File: config.mk
export PLATFORM = sky130hd
export DESIGN_NAME = keypad_arbiter
export DESIGN_NICKNAME = d
export VERILOG_FILES = /design/src/rtl/keypad_arbiter.sv
export SDC_FILE = /design/constraint.sdc
export NUM_CORES = 1
export LEC_CHECK = 0
export BUFFER_PORTS_ARGS = -buffer_cell sky130_fd_sc_hd__buf_4
export CELL_PAD_IN_SITES_DETAIL_PLACEMENT = 1
export CELL_PAD_IN_SITES_GLOBAL_PLACEMENT = 2
export CORE_ASPECT_RATIO = 0.7
export CORE_UTILIZATION = 38
export CTS_BUF_LIST = sky130_fd_sc_hd__clkbuf_4 sky130_fd_sc_hd__clkbuf_8 sky130_fd_sc_hd__clkbuf_16
export CTS_CLUSTER_DIAMETER = 50
export DETAILED_ROUTE_END_ITERATION = 16
export GPL_ROUTABILITY_DRIVEN = 0
export PLACE_DENSITY_LB_ADDON = 0.08
export SLEW_MARGIN = 40
export SYNTH_ARGS = -nofsm -noshare
export SYNTH_HDL_FRONTEND = slang
export SYNTH_SLANG_ARGS = --single-unit
File: constraint.sdc
create_clock -name clk -period 10.9 [get_ports clk]
set_input_delay 0.545 -clock clk [delete_from_list [all_inputs] [get_ports clk]]
set_output_delay 0.545 -clock clk [all_outputs]
set_load 0.01 [all_outputs]
File: src/rtl/keypad_arbiter.sv
module keypad_arbiter #(
  parameter int NKEYS     = 64,
  parameter int WAIT_MS   = 36,
  parameter int COMBO_MS  = 126,
  parameter int COMBO_KEY = 20
) (
  input  logic             clk,
  input  logic             rst_n,
  input  logic             tick_ms,
  input  logic [NKEYS-1:0] keys,
  input  logic             sel_strap,
  input  logic             rpt_mode,
  output logic             frame_go,
  output logic             frame_stop,
  output logic             key_held,
  output logic [7:0]       data_code
);
  localparam int IDXW = $clog2(NKEYS);
  localparam int TW   = $clog2(COMBO_MS + 1);
  localparam logic [IDXW-1:0] KEY_A   = IDXW'(COMBO_KEY);
  localparam logic [IDXW-1:0] PAIR_LO = IDXW'(COMBO_KEY + 1);
  localparam logic [IDXW-1:0] PAIR_HI = IDXW'(COMBO_KEY + 3);
  localparam logic [TW-1:0]   T_ARM   = TW'(WAIT_MS - 1);
  localparam logic [TW-1:0]   T_PAIR  = TW'(COMBO_MS);

  typedef enum logic [2:0] {S_IDLE, S_ARM, S_SEND, S_PAIR, S_BLOCK} st_t;

  st_t             state;
  logic [IDXW-1:0] chosen, second;
  logic [TW-1:0]   timer;

  function automatic logic [IDXW-1:0] lowest(input logic [NKEYS-1:0] v);
    logic [IDXW-1:0] r = '0;
    for (int i = NKEYS - 1; i >= 0; i--)
      if (v[i]) r = IDXW'(i);
    return r;
  endfunction

  function automatic logic [7:0] make_code(input logic [IDXW-1:0] idx,
                                           input logic combo, input logic strap);
    return {~strap, combo ? 1'b0 : ~idx[IDXW-1], combo, idx[4:0]};
  endfunction

  logic             any_key, lone_key;
  logic [NKEYS-1:0] chosen_mask, others, pair_mask;
  logic [IDXW-1:0]  oth_idx;
  logic             pair_cand;

  assign any_key     = |keys;
  assign lone_key    = $onehot(keys);
  assign chosen_mask = NKEYS'(1) << chosen;
  assign pair_mask   = chosen_mask | (NKEYS'(1) << second);
  assign others      = keys & ~chosen_mask;
  assign oth_idx     = lowest(others);
  assign pair_cand   = !rpt_mode && chosen == KEY_A && $onehot(others)
                       && oth_idx >= PAIR_LO && oth_idx <= PAIR_HI;
  assign key_held    = (state == S_SEND) || (state == S_PAIR);

  always_ff @(posedge clk) begin
    if (!rst_n) begin
      state      <= S_IDLE;
      chosen     <= '0;
      second     <= '0;
      timer      <= '0;
      frame_go   <= 1'b0;
      frame_stop <= 1'b0;
      data_code  <= '0;
    end else begin
      frame_go   <= 1'b0;
      frame_stop <= 1'b0;
      case (state)
        S_IDLE:
          if (any_key) begin
            chosen <= lowest(keys);
            timer  <= '0;
            state  <= lone_key ? S_ARM : S_BLOCK;
          end
        S_ARM:
          if (!any_key) state <= S_IDLE;
          else if (keys != chosen_mask) state <= S_BLOCK;
          else if (tick_ms) begin
            timer <= timer + 1'b1;
            if (timer == T_ARM) begin
              frame_go  <= 1'b1;
              data_code <= make_code(chosen, 1'b0, sel_strap);
              state     <= S_SEND;
            end
          end
        S_SEND: begin
          if (tick_ms && timer < T_PAIR) timer <= timer + 1'b1;
          if (!keys[chosen]) state <= any_key ? S_BLOCK : S_IDLE;
          else if (pair_cand) begin
            if (timer >= T_PAIR) begin
              second    <= oth_idx;
              frame_go  <= 1'b1;
              data_code <= make_code(oth_idx, 1'b1, sel_strap);
              state     <= S_PAIR;
            end else begin
              frame_stop <= 1'b1;
              state      <= S_BLOCK;
            end
          end
        end
        S_PAIR:
          if (keys != pair_mask) state <= any_key ? S_BLOCK : S_IDLE;
        default:
          if (!any_key) state <= S_IDLE;
      endcase
    end
  end

  AST_GO_PULSE: assert property (@(posedge clk) disable iff (!rst_n)
    frame_go |=> !frame_go);
  AST_GO_STOP_EXCL: assert property (@(posedge clk) disable iff (!rst_n)
    !(frame_go && frame_stop));
  AST_RELEASE_DROPS: assert property (@(posedge clk) disable iff (!rst_n)
    !any_key |=> !key_held);
  AST_COMBO_GROUP: assert property (@(posedge clk) disable iff (!rst_n)
    (frame_go && data_code[5]) |-> !data_code[6]);
  AST_RPT_NO_COMBO: assert property (@(posedge clk) disable iff (!rst_n)
    (frame_go && $past(rpt_mode)) |-> !data_code[5]);
  AST_BLOCK_QUIET: assert property (@(posedge clk) disable iff (!rst_n)
    (state == S_BLOCK && any_key) |=> !frame_go);
endmodule

Yosys cells after proc, flatten, opt, wreduce, memory -nomap -nowiden
Cells that the tools add are included.

Flip-flop bits (word level): 32. Input bits: 69. Output and inout bits: 11. Logic and storage cells: 352.

$add $sub $neg: 127. $lt $le $gt $ge: 5. Eq/ne operators: 23. Shift operators: 2. Muxes and demuxes: 166. Bitwise gates (word level): 5. Reduce and logical (&&, ||, !) cells: 17.

Operators with widths (count): two-way mux 6 bit (128); adder 1 x 1 -> 2 bit (64); != test 64 bit (2); << shifter 1 x 6 -> 64 bit (first input constant) (2); adder 2 x 2 -> 3 bit (32); adder 3 x 3 -> 4 bit (16); bitwise AND 64 bit (1); inverter 64 bit (1); OR 64 bit (1); OR reduction 64 bit (1); two-way mux 8 bit (7); adder 4 x 4 -> 5 bit (8); two-way mux 3 bit (12); two-way mux 7 bit (5); adder 5 x 5 -> 6 bit (4); case mux 7 bit (3 select lines) (1); case mux 8 bit (2 select lines) (1); adder 6 x 6 -> 7 bit (2); == test 7 x 1 -> 1 bit (second input constant) (2); != test 2 bit (second input constant) (6); case mux 3 bit (4 select lines) (1); AND reduction 6 bit (2); two-way mux 1 bit (9); != test 2 x 1 -> 1 bit (second input constant) (4); other kinds (25) (33).

Depth between registers and ports, before layout
Gate-level depths: netlist of run 1.

Depth in word-level cells: 73. Depth in mapped cells: 33. Gate-level depth less buffers: 30.

Worst setup path before layout of run 1
Ideal clock, no wire load.

Path kind: register to register. Start: register chosen[5]. End: register data_code[4]. Library setup time: 0.119 ns. Arrival time: 8.183 ns. Data required time: 10.781 ns. Slack: 2.598 ns. Stages on the path, launching flop included: 31. Period minus slack after synthesis: 8.302 ns. Cell sequence: dfxtp_1 > clkbuf_1 > buf_2 > nand2_1 > nor2_1 > nand3_1 > ha_1 > fa_1 > inv_1 > fa_1 > fa_1 > inv_1 > fa_1 > inv_1 > fa_1 > inv_1 > fa_1 > inv_1 > fa_1 > fa_1 > inv_1 > ha_1 > inv_1 > fa_1 > nor4b_1 > o2111ai_1 > a2111oi_4 > nand2_2 > or3_4 > and2_4 > o221a_2.

Word-level cells in the longest chain between the ends: 72.

Ends and longest elaborated chain: start, declared (RTL line 29) `logic [IDXW-1:0] chosen, second;`; start signal, assigned (RTL line 74) `chosen <= lowest(keys);`; << shifter 1 x 6 -> 64 bit (RTL line 51) `assign chosen_mask = NKEYS'(1) << chosen;`; inverter 64 bit (RTL line 53) `assign others = keys & ~chosen_mask;`; bitwise AND 64 bit (RTL line 53); two-way mux 6 bit (64 in a row) (RTL line 35) `if (v[i]) r = IDXW'(i);`; >= comparator 6 x 5 -> 1 bit (RTL line 56) `&& oth_idx >= PAIR_LO && oth_idx <= PAIR_HI;`; logical AND 1 bit (2 in a row) (RTL line 56); != test 2 bit (no source line); AND reduction 8 bit (no source line); end signal, assigned (RTL line 85) `data_code <= make_code(chosen, 1'b0, sel_strap);`; end signal, assigned (RTL line 96) `data_code <= make_code(oth_idx, 1'b1, sel_strap);`; end, declared (RTL line 16) `output logic [7:0] data_code`.

Parallel ways exist; a longest one is shown, timed or not. The select of a mux whose other input is x is not followed. A chain may end at the register's enable or synchronous reset.

Worst setup path after layout of run 1
Start: register chosen[4]. End: register data_code[7].

Word-level cells in the longest chain between the ends: 72.

Ends and longest elaborated chain (RTL line): << shifter 1 x 6 -> 64 bit (51); inverter 64 bit (53); bitwise AND 64 bit (53); two-way mux 6 bit (64 in a row) (35); >= comparator 6 x 5 -> 1 bit (56); logical AND 1 bit (2 in a row) (56); != test 2 bit (no source line); AND reduction 8 bit (no source line) *.

Mark *: on every way between the ends. The rest lies on a longest branch, timed or not. The select of a mux whose other input is x is not followed.

==> results of run 1 <==
registers in the layout, indices dropped and copies added, names as in the netlist:
register / flops
frame_go: 1
data_code: 8
timer: 7
second: 6
frame_stop: 1
state: 3
chosen: 6
power groups by stage:
stage | clock network (mW) | registers [mW] | logic (mW)
detailed placement | 0 | 0.145 | 2.78
CTS | 0.162 | 0.143 | 2.80
global placement | 0 | 0.144 | 2.66
finish | 0.160 | 0.143 | 2.80
global route | 0.169 | 0.145 | 3.17
floorplan | 0 | 0.131 | 1.88
cells by family after synthesis:
logic type | share of synthesized area (%)
simple gates | 23.6
mux | 3.97
xor+xnor | 5.73
compound gates | 16.2
flops | 6.54
fa+ha+maj | 34.5
buf+inv | 9.44
metal layers:
| metal | routed length [um] | vias up |
|---|---|---|
| met4 | 460 | 0 |
| met1 | 21200 | 4787 |
| li1 | - | 4387 |
| met5 | 0 | - |
| met3 | 4400 | 29 |
| met2 | 16700 | 426 |
placed cells by master, fill, tap and decap left out, types with 37 or more instances in the layout:
master                    instances
sky130_fd_sc_hd__a21oi_1         39
sky130_fd_sc_hd__buf_4           90
sky130_fd_sc_hd__fa_1           108
sky130_fd_sc_hd__ha_1            97
sky130_fd_sc_hd__inv_1          186
sky130_fd_sc_hd__nand2_1         99
sky130_fd_sc_hd__nor2_1          61
sky130_fd_sc_hd__nor4_1          53
sky130_fd_sc_hd__o21ai_0         49
sky130_fd_sc_hd__xnor2_1         37
worst min-delay path by stage:
stage | end | cells past startpoint
final | data_code[5] | 2
after global placement | data_code[5] | 2
after floorplan | timer[5] | 2
after CTS | data_code[6] | 2
after detailed placement | data_code[6] | 2
after global routing | data_code[3] | 2
tightest hold or removal path: cells and delay by family (launching register included):
kind | cells | cell delay [ns]
simple gates | 1 | 0.05
compound gates | 1 | 0.05
flops | 1 | 0.31
metrics by stage:
| stage | hold slack [ns] | std cells | setup WS, ns |
|---|---|---|---|
| 2_1_floorplan | 0.467 | 1202 | 2.60 |
| 3_3_place_gp | 0.452 | 1573 | 1.75 |
| 3_5_place_dp | 0.463 | 1573 | 1.46 |
| 4_1_cts | 0.471 | 1581 | 1.49 |
| 5_1_grt | 0.502 | 1581 | 1.06 |
| 6_report | 0.465 | 1582 | 1.49 |
final cells by class:
type | instances | area share [%]
well taps | 325 | 3.75
multi-input cells | 940 | 76.1
repair buffers | 90 | 6.23
clock buffers | 6 | 1.22
flip-flops and latches | 32 | 5.92
clock inverters | 2 | 0.323
inverters | 186 | 6.44
diodes | 1 | 0.0231
==> metrics.yaml, run 1 <==
route:
  route.detailed.drc: 0
  detail_route.first_pass.iterations: 11
  post_drt_wl_per_cell_um: 27.0
  detail_route.iter0.violations: 878
  final_wirelength_mm: 42.8
  detail-route-antenna-nets: 0
  avgViaCountPerCell: 6.09
  num_vias: 9629
sta:
  maxSlewViolCount: 0
  slew_headroom_pct: 42.3
  totalNegativeSetupSlack_ns: 0
  setup-violations-final: 0
  achievable-frequency_mhz: 106
  final_number_of_hold_violating_endpoints: 0
  portion_of_the_clock_cycle_consumed_by_the_worst_path_in_the_final_layout_pct: 86.3
  max_slew.worst_pin.slew_ns: 0.857
  period_minus_slack_ns: 9.41
  finClkSkew_ns: 0.00565
  grt_setup_unrepaired: "no"
worst_setup_path:
  worst-r2r-setup-slack_ns: 1.49
  worst-endpoint-arrival_ns: 9.57
  timing.critical_path.to: "data_code[7]"
  path_class: "register to register"
  cp.buffers_inverters: 7
  crit_start: "chosen[4]"
  path_delay_family: "adder cells"
  r2r-start: "chosen[4]"
  critPathCaptureType: "register"
  worstPathRequired_ns: 11.07
  critical_path.reg2reg.endpoint: "data_code[7]"
  cpMostUsedCell: "sky130_fd_sc_hd__fa_1"
  worst-path-stages: 28
  cp_slowest_stage_delay_ns: 0.79
  critPathLaunchType: "register"
  crit_path_max_fanout: 17
  standard_cell_with_the_maximum_stage_delay_on_the_critical_path: "sky130_fd_sc_hd__dfxtp_1"
  reg2reg_depth: 28
yosys:
  ys_seq_area_share_pct: 6.54
  syn_area_per_cell_um2: 8.15
  post_synth_main_area_contributors: "sky130_fd_sc_hd__fa_1 22%, sky130_fd_sc_hd__ha_1 12%, sky130_fd_sc_hd__inv_1 7.1%, sky130_fd_sc_hd__dfxtp_1 6.5%, sky130_fd_sc_hd__nand2_1 3.8%"
  synth.top_cell.area_share_pct: 22.1
  post-synth-top-count-cell: "sky130_fd_sc_hd__inv_1"
  synth_area_leader_cell: "sky130_fd_sc_hd__fa_1"
  synth_cells: 1202
  async_flop_share_pct: 0
  synthesis.area_um2: 9790
  yosys_most_used_dff: "sky130_fd_sc_hd__dfxtp_1"
  postSynthRegisterBits: 32
  synth_enable_flop_cells: 0
  synthDistinctLibCells: 86
  mappedNetlistNets: 1476
  synthesis.yosys.warnings: 0
  synth_top_cells_by_count: "186 x sky130_fd_sc_hd__inv_1, 108 x sky130_fd_sc_hd__fa_1, 99 x sky130_fd_sc_hd__nand2_1"
global_routing:
  grt_util_all_layers_pct: 32.4
  global_route.peak_usage_layer: "met1"
  grt.overflow.total: 0
  wire_length_of_the_first_global_routing_pass_mm: 63.2
  first_global_vias: 9433
  globalRouteMet3Util_pct: 9.03
  grt_start_max_net_pins: 38
  met2_usage_pct: 44.6
  initial_antenna_violation_count: 0
  groute.layer.met1.usage_pct: 50.0
floorplanning:
  floorplan.core_area_um2: 25000
  io_pins: 80
  floorplan.die.height_um: 136
  chipWidth_um: 194
  rows: 48
  start_util_pct: 39.2
  floorplan.die_area_um2: 26400
cells_and_area:
  postLayoutCellArea_um2: 10800
  finalNetCount: 1529
  layout-drive-gt1-share_pct: 11.4
  nFillCells: 3077
  syn_to_final_growth_pct: 10.7
  area_used_by_multi_input_combinational_logic_um2: 8250
  register_area_um2: 642
  layout.core_utilization_pct: 43.4
run:
  max_cap_viol_count: 0
pwr:
  lkg_pwr_nw: 4.40
  logic_gate_share_of_total_power_pct: 90.2
  p_clk_share_pct: 5.2
  total_switching_power_mw: 1.68
  sw_frac_of_total_pct: 54.3
  cellInternalPower_mw: 1.41
  seq_power_share_pct: 4.6
  power_mw: 3.10
  worst_ir_drop_vdd_mv: 0.397
  power.density_nw_per_um2: 286
min_path:
  launch_instance_of_the_worst_min_delay_path: "data_code[5]"
  min-delay-path-class: "register to register"
placement:
  io_buffer_count: 79
  dp_hpwl_mm: 36.1
  place_area_um2: 10700
clocking:
  cts-buffers-inserted: 5
  post_cts_resized: 0
  clock_sinks: 32
  cts.root.buffer_cell: "sky130_fd_sc_hd__clkbuf_16"
  tritoncts: "built"
  cts_buffer_depth: 2
  clk_pin_slew_ns: 0.05
  htree_levels: 2
  worstSkewPairLatency_ns: 0.28
  cts_post_setup_buffers_inserted: 0
  holdBufCountCts: 0
status:
  run_status: "completed"
(Power assumes the default switching activity.)
==> run 2, diff against run 1 <==
Settings changed: CORE_UTILIZATION 38 to 39, CTS_BUF_LIST sky130_fd_sc_hd__clkbuf_4 sky130_fd_sc_hd__clkbuf_8 sky130_fd_sc_hd__clkbuf_16 to sky130_fd_sc_hd__clkbuf_2, PLACE_DENSITY_LB_ADDON 0.08 to 0.1.
==> run 2 against run 1 <==
Global-route usage up 1.2 points. Combinational power about the same. Non-clock buffer count up 1. Sequential power about the same. Setup slack better by 0.13 ns. Flip-flop and latch count unchanged.
==> metrics.yaml, run 2 (same netlist as run 1, synthesis figures left out) <==
sta:
  period_minus_slack_ns: 9.28  # -0.127 ns
  slew_headroom_pct: 37.9  # -4.5 points
  max_slew.worst_pin.slew_ns: 0.930  # +0.0728 ns
  maxSlewViolCount: 0  # unchanged
  setup-violations-final: 0  # unchanged
  timing.hold.ws_ns: 0.474  # +0.00912 ns
  finClkSkew_ns: 0.0149  # +0.00923 ns
  final_number_of_hold_violating_endpoints: 0  # unchanged
  achievable-frequency_mhz: 108  # +1.4%
  portion_of_the_clock_cycle_consumed_by_the_worst_path_in_the_final_layout_pct: 85.1  # -1.2 points
  totalNegativeSetupSlack_ns: 0  # unchanged
  grt_setup_unrepaired: "no"
cells_and_area:
  syn_to_final_growth_pct: 9.39
  finish.cell_count_without_fillers: 1582  # unchanged
  final_common_cell: "sky130_fd_sc_hd__inv_1"
  num_antenna_cells: 0  # -1
  layout-drive-gt1-share_pct: 11.5  # +0.070 points
  top_register: "data_code"
  largest_register_ffs: 8  # unchanged
  most_frequent_cells_in_the_layout: "186 x sky130_fd_sc_hd__inv_1, 108 x sky130_fd_sc_hd__fa_1, 99 x sky130_fd_sc_hd__nand2_1, 97 x sky130_fd_sc_hd__ha_1, 91 x sky130_fd_sc_hd__buf_4"
  finalNetCount: 1530  # +0.065%
  nFillCells: 3010  # -2.2%
  largest_registers: "data_code: 8 flops, timer: 7 flops"
global_routing:
  first_global_vias: 9824  # +4.1%
  grt_util_all_layers_pct: 33.7  # +1.2 points
  initial_antenna_violation_count: 0  # unchanged
  grt.overflow.total: 0  # unchanged
  grt_start_max_net_pins: 36  # -5.3%
  wire_length_of_the_first_global_routing_pass_mm: 63.8  # +0.95%
placement:
  dp_hpwl_mm: 36.6  # +1.5%
  numPlacedInstances: 1574  # +0.064%
  io_buffer_count: 79  # unchanged
pwr:
  logic_gate_share_of_total_power_pct: 93.2  # +3.0 points
  power.density_nw_per_um2: 278  # -2.9%
  seq_power_share_pct: 4.8  # +0.2 points
  p_clk_share_pct: 2.0  # -3.2 points
  lkg_pwr_nw: 4.35  # -1.2%
  sw_frac_of_total_pct: 55.6  # +1.3 points
  total_switching_power_mw: 1.65  # -1.7%
  cellInternalPower_mw: 1.32  # -6.8%
  worst_ir_drop_vdd_mv: 0.441  # +11%
worst_setup_path:
  critPathLaunchType: "register"
  standard_cell_with_the_maximum_stage_delay_on_the_critical_path: "sky130_fd_sc_hd__dfxtp_1"
  worst-endpoint-arrival_ns: 9.58  # about the same
  critPathCaptureType: "register"
  crit_path_max_fanout: 17  # unchanged
  cp_slowest_stage_delay_ns: 0.80  # about the same
  cp.buffers_inverters: 7  # unchanged
  path_class: "register to register"
  crit_start: "chosen[4]"
  path_delay_family: "adder cells"
  cpMostUsedCell: "sky130_fd_sc_hd__fa_1"
  worstPathRequired_ns: 11.20  # +0.13 ns
  r2r-start: "chosen[4]"
run:
  max_cap_viol_count: 0  # unchanged
clocking:
  worstSkewPairLatency_ns: 0.38  # +0.10 ns
  post_cts_resized: 0  # unchanged
  cts_buffer_depth: 2  # unchanged
  clock_sinks: 32  # unchanged
  htree_levels: 2  # unchanged
  cts_post_setup_buffers_inserted: 0  # unchanged
  cts-buffers-inserted: 5  # unchanged
  cts.root.buffer_cell: "sky130_fd_sc_hd__clkbuf_2"
  clk_pin_slew_ns: 0.18  # +0.13 ns
  holdBufCountCts: 0  # unchanged
  tritoncts: "built"
floorplanning:
  io_pins: 80  # unchanged
  floorplan.die.height_um: 135  # -1.3%
  floorplan.die_area_um2: 25800  # -2.5%
  chipWidth_um: 191  # -1.3%
  floorplan.core_area_um2: 24600  # -1.4%
  start_util_pct: 39.8  # +0.57 points
  rows: 48  # unchanged
route:
  num_vias: 9925  # +3.1%
  post_drt_wl_per_cell_um: 27.2  # +0.74%
  final_wirelength_mm: 43.1  # +0.74%
  detail_route.iter0.violations: 916  # +4.3%
  avgViaCountPerCell: 6.27  # +3.1%
  detail_route.first_pass.iterations: 7  # -4
  route.detailed.drc: 0  # unchanged
  detail-route-antenna-nets: 0  # unchanged
min_path:
  launch_instance_of_the_worst_min_delay_path: "data_code[2]"
  min-delay-path-class: "register to register"
status:
  run_status: "completed"
==> run 2: worst paths after layout <==
kind                                     end  slack [ns]  cells after the start
worst max-delay path            data_code[7]        1.62                     28
worst min-delay path            data_code[2]        0.47                      2
worst max register to register  data_code[7]        1.62                     28
worst min register to register  data_code[2]        0.47                      2
==> run 2: per-layer routing <==
metal  GRT usage [%]  part of all wire [%]
met4            4.94                   1.4
met2            45.4                    39
met5               0                     0
met1            52.5                    49
met3            9.75                    11
==> run 2: layout make-up <==
| class | instances | area [um^2] | area share, % |
|---|---|---|---|
| repair buffers | 91 | 683 | 6.38 |
| flip-flops and latches | 32 | 642 | 5.99 |
| clock inverters | 3 | 18.8 | 0.175 |
| clock buffers | 5 | 25.0 | 0.234 |
| well taps | 325 | 407 | 3.80 |
| inverters | 186 | 698 | 6.52 |
| multi-input cells | 940 | 8240 | 76.9 |
==> run 2: metrics by stage <==
stage / power, mW / instance area [um^2] / util, % / setup WS (ns)
detailed placement: 2.91 / 10700 / 43.3 / 1.72
CTS: 2.98 / 10700 / 43.5 / 1.67
floorplan: 2.01 / 9790 / - / 2.60
finish: 2.97 / 10700 / 43.5 / 1.62
global placement: 2.78 / 10700 / 43.3 / 1.85
global route: 3.38 / 10700 / 43.5 / 1.22
==> run 2: worst reg2reg max path, delay by kind of cell (launching register included) <==
family | cells | cell delay, ns
simple gates | 7 | 2.00
compound gates | 3 | 0.78
buf+inv | 7 | 0.42
fa+ha+maj | 11 | 5.21
flops | 1 | 0.80
==> run 2: power by group through the flow <==
stage / registers, mW / logic (mW) / clock network (mW)
2_1_floorplan: 0.131 / 1.88 / 0
3_3_place_gp: 0.142 / 2.64 / 0
3_5_place_dp: 0.143 / 2.76 / 0
4_1_cts: 0.141 / 2.77 / 0.0632
5_1_grt: 0.143 / 3.17 / 0.0672
6_report: 0.142 / 2.77 / 0.0605
